**config.mk**
```make
export PLATFORM = sky130hd
export DESIGN_NAME = paged_spi_reg_master
export DESIGN_NICKNAME = d
export VERILOG_FILES = /design/src/rtl/regspi_pkg.sv /design/src/rtl/regspi_byte_phy.sv /design/src/rtl/regspi_seq.sv /design/src/rtl/paged_spi_reg_master.sv
export SDC_FILE = /design/constraint.sdc
export NUM_CORES = 1
export LEC_CHECK = 0
export ABC_CLOCK_PERIOD_IN_PS = 4400
export BUFFER_PORTS_ARGS = -buffer_cell sky130_fd_sc_hd__buf_2
export CORE_MARGIN = 1.5
export CORE_UTILIZATION = 63
export CTS_CLUSTER_DIAMETER = 50
export CTS_CLUSTER_SIZE = 28
export DETAILED_ROUTE_END_ITERATION = 10
export PLACE_DENSITY = 0.85
export SLEW_MARGIN = 0
export SYNTH_ARGS = -nofsm -noshare
export SYNTH_HDL_FRONTEND = slang
export SYNTH_SLANG_ARGS = --single-unit
```
**constraint.sdc**
```tcl
create_clock -name clk -period 4.4 [get_ports clk]
set_input_delay 0.22 -clock clk [delete_from_list [all_inputs] [get_ports clk]]
set_output_delay 0.22 -clock clk [all_outputs]
set_load 0.005 [all_outputs]
```
**src/rtl/regspi_pkg.sv**
```systemverilog
package regspi_pkg;
  localparam logic [7:0] CMD_NORMAL_WR = 8'h61;
  localparam logic [7:0] CMD_FAST_RD   = 8'h10;
  localparam logic [7:0] PAGE_SEL_OFS  = 8'hFF;
  localparam logic [7:0] FILL_BYTE     = 8'h00;

  typedef enum logic [2:0] {
    ST_IDLE, ST_SEL, ST_SHIFT, ST_WAIT, ST_HOLD, ST_GAP
  } seq_state_t;

  typedef enum logic [1:0] {FR_PAGE, FR_WRITE, FR_READ} frame_t;

  typedef enum logic [1:0] {RS_HEAD, RS_POLL, RS_DATA} stage_t;
endpackage

```
**src/rtl/regspi_byte_phy.sv**
```systemverilog
module regspi_byte_phy #(
  parameter int PHASE_CYC = 4
) (
  input  logic       clk,
  input  logic       rst,
  input  logic       go,
  input  logic [7:0] tx,
  output logic       fin,
  output logic [7:0] rx,
  output logic       sclk,
  output logic       mosi,
  input  logic       miso
);
  localparam int TW = $clog2(PHASE_CYC + 1);

  logic          active;
  logic [2:0]    bitn;
  logic [TW-1:0] tmr;
  logic [7:0]    sh;

  always_ff @(posedge clk) begin
    if (rst) begin
      active <= 1'b0;
      bitn   <= '0;
      tmr    <= '0;
      sh     <= '0;
      rx     <= '0;
      sclk   <= 1'b0;
      mosi   <= 1'b0;
      fin    <= 1'b0;
    end else begin
      fin <= 1'b0;
      if (!active) begin
        if (go) begin
          active <= 1'b1;
          sclk   <= 1'b0;
          mosi   <= tx[7];
          sh     <= {tx[6:0], 1'b0};
          bitn   <= '0;
          tmr    <= TW'(PHASE_CYC - 1);
        end
      end else if (tmr != '0) begin
        tmr <= tmr - TW'(1);
      end else if (!sclk) begin
        // end of low phase: sample input, raise clock
        rx   <= {rx[6:0], miso};
        sclk <= 1'b1;
        tmr  <= TW'(PHASE_CYC - 1);
      end else if (bitn == 3'd7) begin
        active <= 1'b0;
        sclk   <= 1'b0;
        mosi   <= 1'b0;
        fin    <= 1'b1;
      end else begin
        sclk <= 1'b0;
        mosi <= sh[7];
        sh   <= {sh[6:0], 1'b0};
        bitn <= bitn + 3'd1;
        tmr  <= TW'(PHASE_CYC - 1);
      end
    end
  end
endmodule

```
**src/rtl/regspi_seq.sv**
```systemverilog
module regspi_seq
  import regspi_pkg::*;
#(
  parameter int SETUP_CYC = 2,
  parameter int ACK_TRIES = 100,
  parameter int MAX_BYTES = 4,
  localparam int LW  = $clog2(MAX_BYTES + 1),
  localparam int DW  = 8 * MAX_BYTES
) (
  input  logic          clk,
  input  logic          rst,
  input  logic          start,
  input  logic          wr,
  input  logic [7:0]    page,
  input  logic [7:0]    ofs,
  input  logic [LW-1:0] len,
  input  logic [DW-1:0] wdata,
  output logic          phy_go,
  output logic [7:0]    phy_tx,
  input  logic          phy_fin,
  input  logic [7:0]    phy_rx,
  output logic          ss_n,
  output logic [DW-1:0] rdata,
  output logic          done,
  output logic          timeout,
  output logic          bad_len
);
  localparam int DIW = (MAX_BYTES > 1) ? $clog2(MAX_BYTES) : 1;
  localparam int SW  = $clog2(SETUP_CYC + 1);
  localparam int RW  = $clog2(ACK_TRIES + 1);

  seq_state_t     st;
  frame_t         fr;
  stage_t         rs;
  logic [1:0]     hc;
  logic [DIW-1:0] didx;
  logic [RW-1:0]  tries;
  logic [SW-1:0]  tmr;
  logic           r_wr, timed_out;
  logic [7:0]     r_page, r_ofs, cur_page;
  logic           page_ok;
  logic [LW-1:0]  r_len;
  logic [DW-1:0]  r_wdata, acc;
  logic           len_ok, need_page, last_data;

  always_comb begin
    len_ok    = (len != '0) && ((len & (len - LW'(1))) == '0) && (len <= LW'(MAX_BYTES));
    need_page = !page_ok || (page != cur_page);
    last_data = (LW'(didx) == (r_len - LW'(1)));
    phy_go    = (st == ST_SHIFT);
    phy_tx    = FILL_BYTE;
    unique case (rs)
      RS_HEAD: begin
        if (hc == 2'd0)      phy_tx = (fr == FR_READ) ? CMD_FAST_RD : CMD_NORMAL_WR;
        else if (hc == 2'd1) phy_tx = (fr == FR_PAGE) ? PAGE_SEL_OFS : r_ofs;
        else                 phy_tx = r_page;
      end
      RS_DATA: if (fr == FR_WRITE) phy_tx = r_wdata[{didx, 3'b000} +: 8];
      default: phy_tx = FILL_BYTE;
    endcase
  end

  always_ff @(posedge clk) begin
    if (rst) begin
      st <= ST_IDLE; fr <= FR_PAGE; rs <= RS_HEAD;
      hc <= '0; didx <= '0; tries <= '0; tmr <= '0;
      r_wr <= 1'b0; timed_out <= 1'b0;
      r_page <= '0; r_ofs <= '0; cur_page <= '0; page_ok <= 1'b0;
      r_len <= '0; r_wdata <= '0; acc <= '0;
      ss_n <= 1'b1; rdata <= '0;
      done <= 1'b0; timeout <= 1'b0; bad_len <= 1'b0;
    end else begin
      done    <= 1'b0;
      timeout <= 1'b0;
      bad_len <= 1'b0;
      unique case (st)
        ST_IDLE: if (start) begin
          r_wr <= wr; r_page <= page; r_ofs <= ofs;
          r_len <= len; r_wdata <= wdata;
          acc <= '0; timed_out <= 1'b0;
          if (!len_ok) begin
            done    <= 1'b1;
            bad_len <= 1'b1;
          end else begin
            fr   <= need_page ? FR_PAGE : (wr ? FR_WRITE : FR_READ);
            rs   <= RS_HEAD;
            hc   <= '0;
            ss_n <= 1'b0;
            tmr  <= SW'(SETUP_CYC - 1);
            st   <= ST_SEL;
          end
        end
        ST_SEL: begin
          if (tmr == '0) st <= ST_SHIFT;
          else tmr <= tmr - SW'(1);
        end
        ST_SHIFT: st <= ST_WAIT;
        ST_WAIT: if (phy_fin) begin
          st <= ST_SHIFT;
          unique case (rs)
            RS_HEAD: begin
              if (fr == FR_PAGE && hc == 2'd2) begin
                st  <= ST_HOLD;
                tmr <= SW'(SETUP_CYC - 1);
              end else if (fr != FR_PAGE && hc == 2'd1) begin
                rs    <= (fr == FR_READ) ? RS_POLL : RS_DATA;
                didx  <= '0;
                tries <= '0;
              end else begin
                hc <= hc + 2'd1;
              end
            end
            RS_POLL: begin
              if (phy_rx[0]) begin
                rs <= RS_DATA;
              end else if (tries == RW'(ACK_TRIES - 1)) begin
                timed_out <= 1'b1;
                st        <= ST_HOLD;
                tmr       <= SW'(SETUP_CYC - 1);
              end else begin
                tries <= tries + RW'(1);
              end
            end
            default: begin
              if (fr == FR_READ) acc[{didx, 3'b000} +: 8] <= phy_rx;
              if (last_data) begin
                st  <= ST_HOLD;
                tmr <= SW'(SETUP_CYC - 1);
              end else begin
                didx <= didx + DIW'(1);
              end
            end
          endcase
        end
        ST_HOLD: begin
          if (tmr == '0) begin
            ss_n <= 1'b1;
            tmr  <= SW'(SETUP_CYC - 1);
            st   <= ST_GAP;
          end else tmr <= tmr - SW'(1);
        end
        ST_GAP: begin
          if (tmr != '0) begin
            tmr <= tmr - SW'(1);
          end else if (fr == FR_PAGE) begin
            cur_page <= r_page;
            page_ok  <= 1'b1;
            fr   <= r_wr ? FR_WRITE : FR_READ;
            rs   <= RS_HEAD;
            hc   <= '0;
            ss_n <= 1'b0;
            tmr  <= SW'(SETUP_CYC - 1);
            st   <= ST_SEL;
          end else begin
            done    <= 1'b1;
            timeout <= timed_out;
            rdata   <= r_wr ? '0 : acc;
            st      <= ST_IDLE;
          end
        end
        default: st <= ST_IDLE;
      endcase
    end
  end
endmodule

```
**src/rtl/paged_spi_reg_master.sv**
```systemverilog
module paged_spi_reg_master #(
  parameter int CLK_HZ    = 125_000_000,
  parameter int ACK_TRIES = 100,
  parameter int MAX_BYTES = 4,
  localparam int LW = $clog2(MAX_BYTES + 1),
  localparam int DW = 8 * MAX_BYTES
) (
  input  logic          clk,
  input  logic          rst,
  input  logic          start,
  input  logic          wr,
  input  logic [7:0]    page,
  input  logic [7:0]    ofs,
  input  logic [LW-1:0] len,
  input  logic [DW-1:0] wdata,
  output logic [DW-1:0] rdata,
  output logic          done,
  output logic          timeout,
  output logic          bad_len,
  output logic          spi_ss_n,
  output logic          spi_sclk,
  output logic          spi_mosi,
  input  logic          spi_miso
);
  // clocks per microsecond, rounded up, never below one
  localparam int CYC_US    = (CLK_HZ <= 1_000_000) ? 1 : (CLK_HZ + 999_999) / 1_000_000;
  localparam int PHASE_CYC = 2 * CYC_US;
  localparam int SETUP_CYC = CYC_US;

  logic       phy_go, phy_fin;
  logic [7:0] phy_tx, phy_rx;

  regspi_seq #(
    .SETUP_CYC(SETUP_CYC),
    .ACK_TRIES(ACK_TRIES),
    .MAX_BYTES(MAX_BYTES)
  ) u_seq (
    .clk(clk), .rst(rst), .start(start), .wr(wr), .page(page), .ofs(ofs),
    .len(len), .wdata(wdata), .phy_go(phy_go), .phy_tx(phy_tx),
    .phy_fin(phy_fin), .phy_rx(phy_rx), .ss_n(spi_ss_n), .rdata(rdata),
    .done(done), .timeout(timeout), .bad_len(bad_len)
  );

  regspi_byte_phy #(.PHASE_CYC(PHASE_CYC)) u_phy (
    .clk(clk), .rst(rst), .go(phy_go), .tx(phy_tx), .fin(phy_fin),
    .rx(phy_rx), .sclk(spi_sclk), .mosi(spi_mosi), .miso(spi_miso)
  );
endmodule

```
[After elaboration in Yosys (flattened, before gate mapping)]
Index checks and enable logic that the tools add are counted.
Storage, ports and cells
  flip-flop bits (word level): 186
  latch bits: 0
  bits in writable memories: 0
  bits in read-only memories: 0
  input bits: 56
  logic and storage cells: 264
  memories kept: 0
Operators by class
  $add $sub $neg: 9
  $mul: 0
  div/mod/pow operators: 0
  $lt $le $gt $ge: 1
  equality and inequality tests: 49
  shift-type cells: 3
  multiplexer cells: 119
  bitwise logic cells: 9
  reductions and logical operators: 45
Operators by type and width (number)
  32-bit 2-to-1 mux: 5
  7-bit 2-to-1 mux: 16
  8-bit 2-to-1 mux: 14
  32-bit case mux with 2 select lines: 1
  2-bit 2-to-1 mux: 23
  3-bit 2-to-1 mux: 15
  7-bit case mux with 5 select lines: 1
  32-bit bitwise mux: 1
  8-bit by 7-bit variable shift with 32-bit output, first input constant: 1
  32-bit by 6-bit indexed part select with 8-bit output: 1
  8-bit by 7-bit indexed part select with 32-bit output: 1
  1-bit 2-to-1 mux: 30
  7-bit case mux with 2 select lines: 2
  2-bit inequality test, second input constant: 13
  6-bit AND reduction: 4
  2-bit by 1-bit inequality test with 1-bit output, second input constant: 11
  10-bit AND reduction: 2
  3-bit case mux with 6 select lines: 1
  8-bit case mux with 2 select lines: 1
  3-bit by 2-bit inequality test with 1-bit output, second input constant: 4
  2-bit case mux with 2 select lines: 3
  2-bit case mux with 3 select lines: 2
  3-bit AND reduction: 4
  5-bit AND reduction: 2
  42 further kinds: 77

[Logic depth before layout (Yosys ltp)]
  depth in word-level cells: 8
  mapped depth: 10
  mapped depth without buffers: 7

[Cells and area by module]
Synthesis repeated with hierarchy kept, for this count alone.
Unflattened totals
  cell total of the unflattened synthesis: 1033
  area total of the unflattened synthesis: 8589.5 um^2
Modules (own cells, without submodules)
  regspi_seq: times used 1, cells each 884, area each 7163.1 um^2, seq. area each 3103.0 um^2
  regspi_byte_phy: times used 1, cells each 149, area each 1426.4 um^2, seq. area each 600.6 um^2

[Worst setup path after synthesis]
OpenSTA, ideal clock, no wires.
  kind: reg2reg
  start: register u_seq.didx[0]
  end: register u_seq.acc[24]
  library setup time: 0.070 ns
  data arrival time: 2.302 ns
  required time: 4.330 ns
  path slack: 2.027 ns
  stages on the path, launching flop included: 8
  buffers on the path: 2
  period minus slack after synthesis: 2.373 ns
  cells stage by stage: dfxtp_1 buf_2 buf_1 inv_1 ha_1 nor4_1 nand3_1 a21oi_1
Between the ends
  longest elaborated chain between the ends: 7
  elaborated cells between the ends (all ways): 8
Ends and longest elaborated chain
  start: declaration: line regspi_seq.sv:36  | logic [DIW-1:0] didx;
  start signal: assignment: line regspi_seq.sv:130  | didx <= didx + DIW'(1);
  5-bit negation with 7-bit output *: line regspi_seq.sv:125  | if (fr == FR_READ) acc[{didx, 3'b000} +: 8] <= phy_rx;
  8-bit by 7-bit indexed part select with 32-bit output or 8-bit by 7-bit variable shift with 32-bit output (tied branches): line regspi_seq.sv:125
  32-bit bitwise mux *: line regspi_seq.sv:125
  32-bit 2-to-1 mux *: line regspi_seq.sv:125
  32-bit 2-to-1 mux *: line regspi_seq.sv:100  | unique case (rs)
  32-bit 2-to-1 mux *: line regspi_seq.sv:98  | ST_WAIT: if (phy_fin) begin
  32-bit case mux with 2 select lines *: line regspi_seq.sv:76  | unique case (st)
  end signal: indexed assignment: line regspi_seq.sv:125
  end: declaration: line regspi_seq.sv:43  | logic [DW-1:0] r_wdata, acc;
Mark *: on every way between the ends. The rest lies on a longest branch, timed or not. The select of a mux whose other input is x is not followed.
A chain may end at the register's enable or synchronous reset.

[Worst setup path in the final report]
  start: register u_seq.tmr[3]
  end: register u_seq.rdata[10]
Between the ends
  longest elaborated chain between the ends: 3
Ends and longest elaborated chain
  start: declaration: line regspi_seq.sv:38  | logic [SW-1:0] tmr;
  start signal: assignment: line regspi_seq.sv:89  | tmr <= SW'(SETUP_CYC - 1);
  start signal: assignment: line regspi_seq.sv:95  | else tmr <= tmr - SW'(1);
  start signal: assignment: line regspi_seq.sv:104  | tmr <= SW'(SETUP_CYC - 1);
  7-bit nonzero test: line regspi_seq.sv:143  | if (tmr != '0) begin
  1-bit inverter (no source line)
  3-bit AND reduction (no source line)
  end signal: assignment: line regspi_seq.sv:157  | rdata <= r_wr ? '0 : acc;
  end: declaration: line regspi_seq.sv:23  | output logic [DW-1:0] rdata,
Every way passes these cells.

==> impl_metrics.py <==
metrics = {
    "outcome": {
        "outcome": "finished clean",
    },
    "routing": {
        "routedWlPerCell_um": 15.2,
        "first_pass_iters": 5,
        "drtIter0Drc": 619,
        "via_count": 7481,
        "via_per_inst": 5.84,
        "wl_mm": 19.5,
        "ant_nets": 0,
        "drc": 0,
    },
    "power": {
        "p_switching_mw": 1.64,
        "max-vdd-ir-drop_mv": 0.302,
        "switching_share_pct": 33.4,
        "finalPower_mw": 4.89,
        "p_int_mw": 3.26,
        "p_per_area_nw_per_um2": 510,
        "power_frac_comb_pct": 26.1,
        "seqPwrFrac_pct": 41.7,
        "pwr-share-clk_pct": 32.3,
        "p_leak_nw": 3.45,
    },
    "setup_path": {
        "crit_path_end_kind": "register",
        "crit_start": "u_seq.tmr[3]",
        "required_ns": 4.68,
        "arrival_ns": 3.25,
        "worstReg2RegStart": "u_seq.tmr[3]",
        "critPathLaunchType": "register",
        "crit_type": "register to register",
        "cp_max_fo": 33,
    },
    "yosys": {
        "synth_ff_type": "dfxtp_1",
        "synth-compound-area-share_pct": 17.4,
        "synth_fa_ha_area_share_pct": 2.05,
        "yosysTopAreaCellShare_pct": 43.4,
        "synth_async_sr_flop_share_pct": 0,
        "syn_nets": 1117,
        "synthSimpleGateAreaFrac_pct": 26.0,
        "synthCells": 1047,
        "synth_area_per_cell_um2": 8.15,
        "yosysSeqAreaShare_pct": 43.4,
        "synth_top_family_by_area": "simple AND/OR/NAND/NOR gates",
        "ys_ff_latch": 185,
        "syn-cell-area_um2": 8540,
        "ys_top_cells_by_area": "dfxtp_1 (43%), nand2_1 (9.8%), a21oi_1 (8.7%), nand3b_1 (3.2%), nor2_1 (2.4%)",
        "synth_top_area_cell": "dfxtp_1",
        "synthXorXnorAreaFrac_pct": 1.85,
        "yosys_warnings": 0,
        "ys_types": 72,
        "synth-edff-count": 0,
        "synth_mux_area_share_pct": 4.46,
    },
    "floorplan": {
        "die_y_um": 119,
        "pin_count": 94,
        "die-area_um2": 14300,
        "rows": 42,
        "start_util_pct": 64.5,
        "core_um2": 13200,
        "die_w_um": 119,
    },
    "global_routing": {
        "overflow": 0,
        "antenna_found_initial": 0,
        "grt_max_degree": 103,
        "track_usage_pct": 27.9,
        "grt_pass1_vias": 6781,
        "grt_pass1_wl_mm": 32.5,
    },
    "flow_run": {
        "drv_cap": 0,
    },
    "sta": {
        "relSlewSlack_pct": 16.2,
        "rsz0062_at_grt": "no",
        "finalMaxSlewViolations": 0,
        "finalSetupViolations": 0,
        "skew_ns": 0.0107,
        "tightest_slew_ns": 1.25,
        "timing.final.crit_share_pct": 67.4,
        "period_minus_slack_ns": 2.96,
        "hold_viol_final": 0,
        "max_freq_mhz": 337,
        "setup_tns_ns": 0,
    },
    "worst_hold_path": {
        "min_from": "wdata[26]",
        "hold_path_class": "primary input to register",
    },
    "placed_design": {
        "dpl_cell_area_um2": 8980,
        "gp_congestion": 0.892,
        "portBuffers": 93,
        "hpwl_mm": 13.0,
    },
    "clock_network": {
        "numCtsBuffers": 17,
        "clock_sinks": 185,
        "clk_latency_ns": 0.44,
        "cts_setup_buffers": 0,
        "cts_tree": "done",
        "clockBufferDepth": 2,
        "cts_resized": 0,
        "htree_levels": 4,
        "postCtsHoldBufs": 0,
        "cts.clk_slew.worst_paths_ns": 0.07,
        "cts_root_buf": "clkbuf_16",
    },
    "finish": {
        "fin_area_um2": 9590,
        "area.growth.synth_to_final_pct": 12.4,
        "drive_gt1_share_pct": 13.7,
        "nFillCells": 1027,
        "nNetsFinal": 1165,
        "diodes": 0,
    },
}
[power by group through the flow]
stage | sequential, mW | clock (mW) | combinational, mW
floorplan | 1.97 | 0 | 1.09
global placement | 2.06 | 0 | 1.23
detailed placement | 2.06 | 0 | 1.25
CTS | 2.03 | 1.59 | 1.27
global route | 2.06 | 1.67 | 1.42
finish | 2.04 | 1.58 | 1.28
[stage by stage]
stage	utilization (%)	hold WS (ns)	setup WS, ns	std cells
after CTS	72.4	0.00669	1.44	1282
final	72.4	0.0142	1.44	1282
after detailed placement	67.8	0.442	1.50	1252
after global routing	72.4	0.0233	1.22	1282
after global placement	67.8	0.435	1.59	1252
after floorplan	-	0.356	2.03	1047
[per-layer routing]
layer | share of wire (%) | track usage, %
met1 | 45 | 36.9
met2 | 48 | 46.3
met3 | 5.4 | 5.56
met4 | 1.5 | 8.71
met5 | 0 | 0
[critical path, cell delays in order (launching register included)]
cell and delay, ns:
dfxtp_1 0.37, or4_1 0.60, nor2_1 0.40, nand3_1 0.98
nand2_1 0.35, a21oi_1 0.10
[synth_stat cells (all sizes together) (19+ instances only)]
cell / instances
nor3: 19
dfxtp: 185
mux2i: 20
nand3b: 36
nand2: 223
nand3: 22
inv: 34
clkbuf: 53
nand2b: 31
nor2: 56
o21ai: 30
a21oi: 148
[kinds of logic (layout without fill, tap and decap cells)]
kind of cell               count (synthesis)  count (layout)
and+or+nand+nor                          452             452
AOI/OAI and AO/OA                        248             248
DFF                                      185             185
buffers and inverters                    102             161
muxes                                     28              28
xor gates and xnor gates                  18              18
adders and majority gates                 14              14
[path summary, 6_finish.rpt]
| path | end | slack (ns) | depth (start not counted) |
|---|---|---|---|
| setup / recovery | u_seq.rdata[10] | 1.44 | 5 |
| hold reg to reg | u_seq.rdata[18] | 0.45 | 2 |
| setup reg to reg | u_seq.rdata[10] | 1.44 | 5 |
| hold / removal | u_seq.r_wdata[26] | 0.01 | 3 |
[flip-flops by register name (all words and copies together), names as in the netlist, 8 cells and up]
signal,count
u_seq.r_page,8
u_seq.r_wdata,32
u_seq.acc,32
u_phy.rx,8
u_seq.rdata,32
u_seq.cur_page,8
u_seq.r_ofs,8
u_phy.tmr,8
[cells in the final DEF (no fill, tap or decap), types with 7 or more instances in the layout]
cell type,count
nand2b_1,30
nand2_1,223
a21oi_1,148
or3_1,11
inv_1,34
o21ai_0,28
dfxtp_1,185
clkbuf_16,17
nor3_1,17
mux4_2,8
nor2_1,55
o221ai_1,7
a31oi_1,8
nand3_1,22
xnor2_1,10
xor2_1,8
ha_1,14
nand3b_1,36
mux2i_1,20
nand4_1,7
buf_2,92
[layout make-up]
cell class,instances,area (µm²),share of cell area [%]
Inverter,34,128,1.33
Tap cell,176,220,2.30
Clock buffer,21,470,4.90
Timing Repair Buffer,97,510,5.32
Sequential cell,185,3700,38.6
Multi-Input combinational cell,760,4420,46.1
Clock inverter,9,140,1.46
(Power assumes the default switching activity.)
